--- src/rtl/spr_pkg.sv ---
package spr_pkg;

    localparam int SPR_W   = 16;
    localparam int SEL_W   = 3;
    localparam int LD_W    = 2;
    localparam int NUM_SPR = 7;

    typedef enum logic [SEL_W-1:0] {
        SPR_NONE = 3'd0,
        SPR_TMR  = 3'd1,
        SPR_IOW  = 3'd2,
        SPR_STK  = 3'd3,
        SPR_QUE  = 3'd4,
        SPR_IOR  = 3'd5,
        SPR_IRQ  = 3'd6,
        SPR_PC   = 3'd7
    } spr_id_e;

    typedef enum logic [1:0] {
        CS_NONE  = 2'd0,
        CS_LEVEL = 2'd1,
        CS_PUSH  = 2'd2
    } cs_kind_e;

    typedef struct packed {
        logic             vld;
        logic [SEL_W-1:0] sel;
        logic [LD_W-1:0]  ld;
    } align_t;

    function automatic cs_kind_e kind_of(input int idx);
        case (idx)
            1, 2:    kind_of = CS_LEVEL;
            3, 4:    kind_of = CS_PUSH;
            default: kind_of = CS_NONE;
        endcase
    endfunction

    function automatic logic cs_of(input cs_kind_e kind, input logic [LD_W-1:0] ld);
        case (kind)
            CS_LEVEL: cs_of = |ld;
            CS_PUSH:  cs_of = ld[0];
            default:  cs_of = 1'b0;
        endcase
    endfunction

endpackage

--- src/rtl/spr_align.sv ---
module spr_align
    import spr_pkg::*;
(
    input  logic             clk,
    input  logic             rst,
    input  logic             mem_wr,
    input  logic [SEL_W-1:0] sel,
    input  logic [LD_W-1:0]  ld,
    output align_t           dly
);

    always_ff @(posedge clk) begin
        if (rst) begin
            dly <= '0;
        end else begin
            dly.vld <= mem_wr;
            dly.sel <= sel;
            dly.ld  <= ld;
        end
    end

endmodule

--- src/rtl/spr_slot.sv ---
module spr_slot
    import spr_pkg::*;
#(
    parameter int       W    = SPR_W,
    parameter cs_kind_e KIND = CS_NONE
) (
    input  logic            clk,
    input  logic            rst,
    input  logic            mem_hit,
    input  logic            bus_hit,
    input  logic [W-1:0]    mem_d,
    input  logic [W-1:0]    bus_d,
    input  logic [LD_W-1:0] mem_ld,
    input  logic [LD_W-1:0] bus_ld,
    input  logic            dir_cs,
    output logic [W-1:0]    q,
    output logic            cs
);

    always_ff @(posedge clk) begin
        if (rst) begin
            q  <= '0;
            cs <= 1'b0;
        end else if (mem_hit) begin
            q  <= mem_d;
            cs <= cs_of(KIND, mem_ld);
        end else if (bus_hit) begin
            q  <= bus_d;
            cs <= cs_of(KIND, bus_ld);
        end else begin
            cs <= dir_cs;
        end
    end


    mem_capture_chk: assert property (@(posedge clk) disable iff (rst)
        mem_hit |=> q == $past(mem_d));


    bus_capture_chk: assert property (@(posedge clk) disable iff (rst)
        (bus_hit && !mem_hit) |=> q == $past(bus_d));


    hold_value_chk: assert property (@(posedge clk) disable iff (rst)
        (!bus_hit && !mem_hit) |=> $stable(q));


    idle_cs_follow_chk: assert property (@(posedge clk) disable iff (rst)
        (!bus_hit && !mem_hit) |=> cs == $past(dir_cs));

endmodule

--- src/rtl/spr_write_unit.sv ---
module spr_write_unit
    import spr_pkg::*;
#(
    parameter int DATA_W = SPR_W
) (
    input  logic              clk,
    input  logic              rst,
    input  logic [SEL_W-1:0]  sel,
    input  logic [LD_W-1:0]   ld_cs,
    input  logic              bus_wr,
    input  logic              mem_wr,
    input  logic [DATA_W-1:0] bus_data,
    input  logic [DATA_W-1:0] mem_data,
    input  logic              tmr_cs_in,
    input  logic              iow_cs_in,
    input  logic              stk_cs_in,
    input  logic              que_cs_in,
    output logic [DATA_W-1:0] tmr_q,
    output logic [DATA_W-1:0] iow_q,
    output logic [DATA_W-1:0] stk_q,
    output logic [DATA_W-1:0] que_q,
    output logic [DATA_W-1:0] ior_q,
    output logic [DATA_W-1:0] irq_q,
    output logic [DATA_W-1:0] pc_q,
    output logic              tmr_cs,
    output logic              iow_cs,
    output logic              stk_push,
    output logic              que_push
);

    localparam int FLAT_W = NUM_SPR * DATA_W;

    align_t              dly;
    logic [NUM_SPR:1]    mem_hit;
    logic [NUM_SPR:1]    bus_hit;
    logic [NUM_SPR:1]    dir_vec;
    logic [NUM_SPR:1]    cs_vec;
    logic [DATA_W-1:0]   q_arr [1:NUM_SPR];
    logic [FLAT_W-1:0]   q_flat;

    spr_align u_align (
        .clk    (clk),
        .rst    (rst),
        .mem_wr (mem_wr),
        .sel    (sel),
        .ld     (ld_cs),
        .dly    (dly)
    );

    assign dir_vec = {3'b000, que_cs_in, stk_cs_in, iow_cs_in, tmr_cs_in};

    for (genvar k = 1; k <= NUM_SPR; k++) begin : g_slot
        localparam logic [SEL_W-1:0] KID = SEL_W'(k);

        assign mem_hit[k] = dly.vld && (dly.sel == KID);
        assign bus_hit[k] = bus_wr && (sel == KID);

        spr_slot #(
            .W    (DATA_W),
            .KIND (kind_of(k))
        ) u_slot (
            .clk     (clk),
            .rst     (rst),
            .mem_hit (mem_hit[k]),
            .bus_hit (bus_hit[k]),
            .mem_d   (mem_data),
            .bus_d   (bus_data),
            .mem_ld  (dly.ld),
            .bus_ld  (ld_cs),
            .dir_cs  (dir_vec[k]),
            .q       (q_arr[k]),
            .cs      (cs_vec[k])
        );

        assign q_flat[(k-1)*DATA_W +: DATA_W] = q_arr[k];
    end

    assign tmr_q    = q_arr[SPR_TMR];
    assign iow_q    = q_arr[SPR_IOW];
    assign stk_q    = q_arr[SPR_STK];
    assign que_q    = q_arr[SPR_QUE];
    assign ior_q    = q_arr[SPR_IOR];
    assign irq_q    = q_arr[SPR_IRQ];
    assign pc_q     = q_arr[SPR_PC];
    assign tmr_cs   = cs_vec[SPR_TMR];
    assign iow_cs   = cs_vec[SPR_IOW];
    assign stk_push = cs_vec[SPR_STK];
    assign que_push = cs_vec[SPR_QUE];


    null_select_chk: assert property (@(posedge clk) disable iff (rst)
        (bus_wr && sel == SPR_NONE && !dly.vld) |=> $stable(q_flat));


    no_cs_slots_chk: assert property (@(posedge clk) disable iff (rst)
        $countones(cs_vec[NUM_SPR:SPR_IOR]) == 0);

endmodule

--- config.mk ---
export PLATFORM = sky130hd
export DESIGN_NAME = spr_write_unit
export DESIGN_NICKNAME = d
export VERILOG_FILES = /design/src/rtl/spr_pkg.sv /design/src/rtl/spr_align.sv /design/src/rtl/spr_slot.sv /design/src/rtl/spr_write_unit.sv
export SDC_FILE = /design/constraint.sdc
export NUM_CORES = 1
export LEC_CHECK = 0
export BUFFER_PORTS_ARGS = -buffer_cell sky130_fd_sc_hd__buf_4
export CORE_MARGIN = 4
export CORE_UTILIZATION = 52
export CTS_BUF_LIST = sky130_fd_sc_hd__clkbuf_8 sky130_fd_sc_hd__clkbuf_16
export CTS_CLUSTER_DIAMETER = 200
export DETAILED_ROUTE_END_ITERATION = 10
export PLACE_DENSITY_LB_ADDON = 0.08
export SLEW_MARGIN = 20
export SYNTH_ARGS = -nofsm -noshare
export SYNTH_HDL_FRONTEND = slang
export SYNTH_SLANG_ARGS = --single-unit
--- constraint.sdc ---
create_clock -name clk -period 1.8 [get_ports clk]
set_input_delay 0.09 -clock clk [delete_from_list [all_inputs] [get_ports clk]]
set_output_delay 0.09 -clock clk [all_outputs]
set_load 0.03 [all_outputs]
==> impl_metrics.ini <==
[run_status]
status = complete, no violations

[floorplan]
io-pin-count = 161
die_width_um = 110.0
start_util_pct = 54.30
die_area_um2 = 12090
die-height_um = 110.0
num_rows = 36
coreArea_um2 = 9955

[global_route]
antenna_found_initial = 0
grt_pass1_vias = 4932
grt_usage_pct = 28.10
overflow = 0
grt_max_degree = 123
grt_first_pass_wirelength_mm = 26.09

[final_layout]
n_fill_cell = 677
drive_above_1_share_pct = 28.46
final_cells = 879
post-route-cell-area_um2 = 7677
finalNetCount = 777
final_cell_mix = buf_4, dfxtp_1, mux2i_1, a211oi_1, nor2_1
syn2layout_area_growth_pct = 42.04
layout_commonest_cell = buf_4

[synthesis]
netlist_area_um2 = 5405
synthDistinctLibCells = 18
ys_seq_area_share_pct = 45.19
synthCells = 542
yosysWarnings = 0
syn_area_per_cell_um2 = 9.973
syn_nets = 587
synth_seq_cells = 122

[cts]
cts_setup_buffers = 0
cts_sinks = 122
tritoncts = built
clockBufferDepth = 2
clk_latency_ns = 0.51
htree_levels = 4
cts_buffers = 17
cts-resized-gates = 0
clockRootBuffer = clkbuf_8
clk_pin_slew_ns = 0.06
cts_hold_buffers = 41

[setup_path]
r2r_start = u_align.dly[4]
path_buf_inv = 1
required_ns = 2.22
crit_cells = 4
cp.arrival_ns = 1.89
startpoint = u_align.dly[4]
r2r_slack_ns = 0.32
cp_max_fo = 30
cpLargestDelayFamily = flip-flops
slowest_delay_ns = 0.45
crit_slowest_cell = dfxtp_1
rr_worst_depth = 4
crit_chain = nand4bb_1 > buf_4 > nor2_1 > a211oi_1
crit_path_start_kind = register
critPathKind = register to register
cp-end-kind = register

[sta]
finalCritPeriodShare_pct = 82.16
fin_hold_ws_ns = 0.04721
tightest_slew_ns = 0.5611
slew_violations = 0
skew_ns = 0.01249
finalSetupViolations = 0
fin_crit_ns = 1.479
tns_ns = 0
slew_headroom_pct = 62.59
rsz0062_at_grt = no
hold_viol_final = 0
fmax_mhz = 676.2
setup_slack_ns = 0.3212

[drt]
drc_errors = 0
initialDrtViolationCount = 332
antenna_left = 0
vias = 4961
wire_per_inst_um = 19.12
vias_per_cell = 5.644
firstDrtPassIters = 4
wirelength_mm = 16.80

[placement]
place_area_um2 = 6691
gp_congestion = 0.8318
dpl.hpwl_mm = 10.90
placed_cells_incl_taps = 805
port_buffers = 160
dpl_worst_slack_ns = 0.3423

[pwr]
p_int_w = 0.005280
power_switching_w = 0.001747
p_sw_share_pct = 24.85
power_density_nw_per_um2 = 915.3
power.combinational.fraction_pct = 12.9
seq_power_share_pct = 40.9
cellLeakagePower_nw = 3.532
irDropWorstVdd_uv = 591.3
pwr-share-clk_pct = 46.2

[flow_run]
maxCapViolCount = 0

[hold_path]
hold_depth = 3
hp-start = tmr_cs_in
hold_class = input port to register
[routing by layer]
| metal | vias to the layer above | GRT usage, % | wire length, um |
|---|---|---|---|
| met3 | 20 | 6.694 | 1213 |
| li1 | 2387 | - | - |
| met1 | 2367 | 33.54 | 6665 |
| met5 | - | 0 | 0 |
| met2 | 187 | 49.31 | 8698 |
| met4 | 0 | 9.350 | 225 |
[power by group through the flow]
stage / registers (W) / clock network (W) / logic (W)
6_report: 0.00288 / 0.00325 / 0.000906
4_1_cts: 0.00287 / 0.00328 / 0.000902
3_5_place_dp: 0.00293 / 0 / 0.000827
5_1_grt: 0.00289 / 0.00344 / 0.000957
2_1_floorplan: 0.00310 / 0 / 0.000271
3_3_place_gp: 0.00293 / 0 / 0.000812
[cells by family after synthesis]
kind of cell,synth area share [%]
AO/OA/AOI/OAI,16.11
buffers and inverters,5.671
flip-flops,45.19
multiplexers,21.48
AND/OR/NAND/NOR,11.55
[Yosys cell counts]
library cell	n	area (um^2)
a211oi_1	116	870.8
and4bb_1	3	37.54
buf_12	3	60.06
buf_2	3	15.01
buf_4	4	30.03
buf_6	6	67.56
clkbuf_1	33	123.9
clkbuf_2	2	10.01
dfxtp_1	122	2442
mux2i_1	116	1161
nand4_1	1	6.260
nand4_2	1	12.51
nand4b_1	6	52.55
nand4bb_1	3	33.78
nor2_1	114	427.9
nor2b_1	6	37.54
nor3_1	2	10.01
or2_2	1	6.260
[area by class of cell]
class | count | area (um^2) | area share, %
Multi-Input combinational cell | 369 | 2661 | 34.66
Sequential cell | 122 | 2442 | 31.81
Timing Repair Buffer | 222 | 1832 | 23.86
Clock buffer | 21 | 469.2 | 6.111
Tap cell | 133 | 166.4 | 2.168
Clock inverter | 11 | 103.9 | 1.353
Antenna cell | 1 | 2.502 | 0.03259
[state kept, by name, summed over array words and instances (netlist names)]
register	cells
g_slot.u_slot.cs	4
g_slot.u_slot.q	112
u_align.dly	6
[stage by stage]
stage | power [W] | utilization, %
floorplan | 0.003372 | -
global placement | 0.003739 | 67.22
detailed placement | 0.003755 | 67.22
CTS | 0.007053 | 77.10
global route | 0.007279 | 77.10
finish | 0.007027 | 77.12
[worst min-delay path: stages]
cell and delay, ns:
buf_4 0.10, mux2i_1 0.17, a211oi_1 0.12
[worst paths after layout]
path | end
worst min-delay path | g_slot[1].u_slot.cs
worst max register to register | g_slot[2].u_slot.q[9]
worst max-delay path | g_slot[2].u_slot.q[9]
worst min register to register | g_slot[3].u_slot.cs
Power figures use the tool's default switching activity.
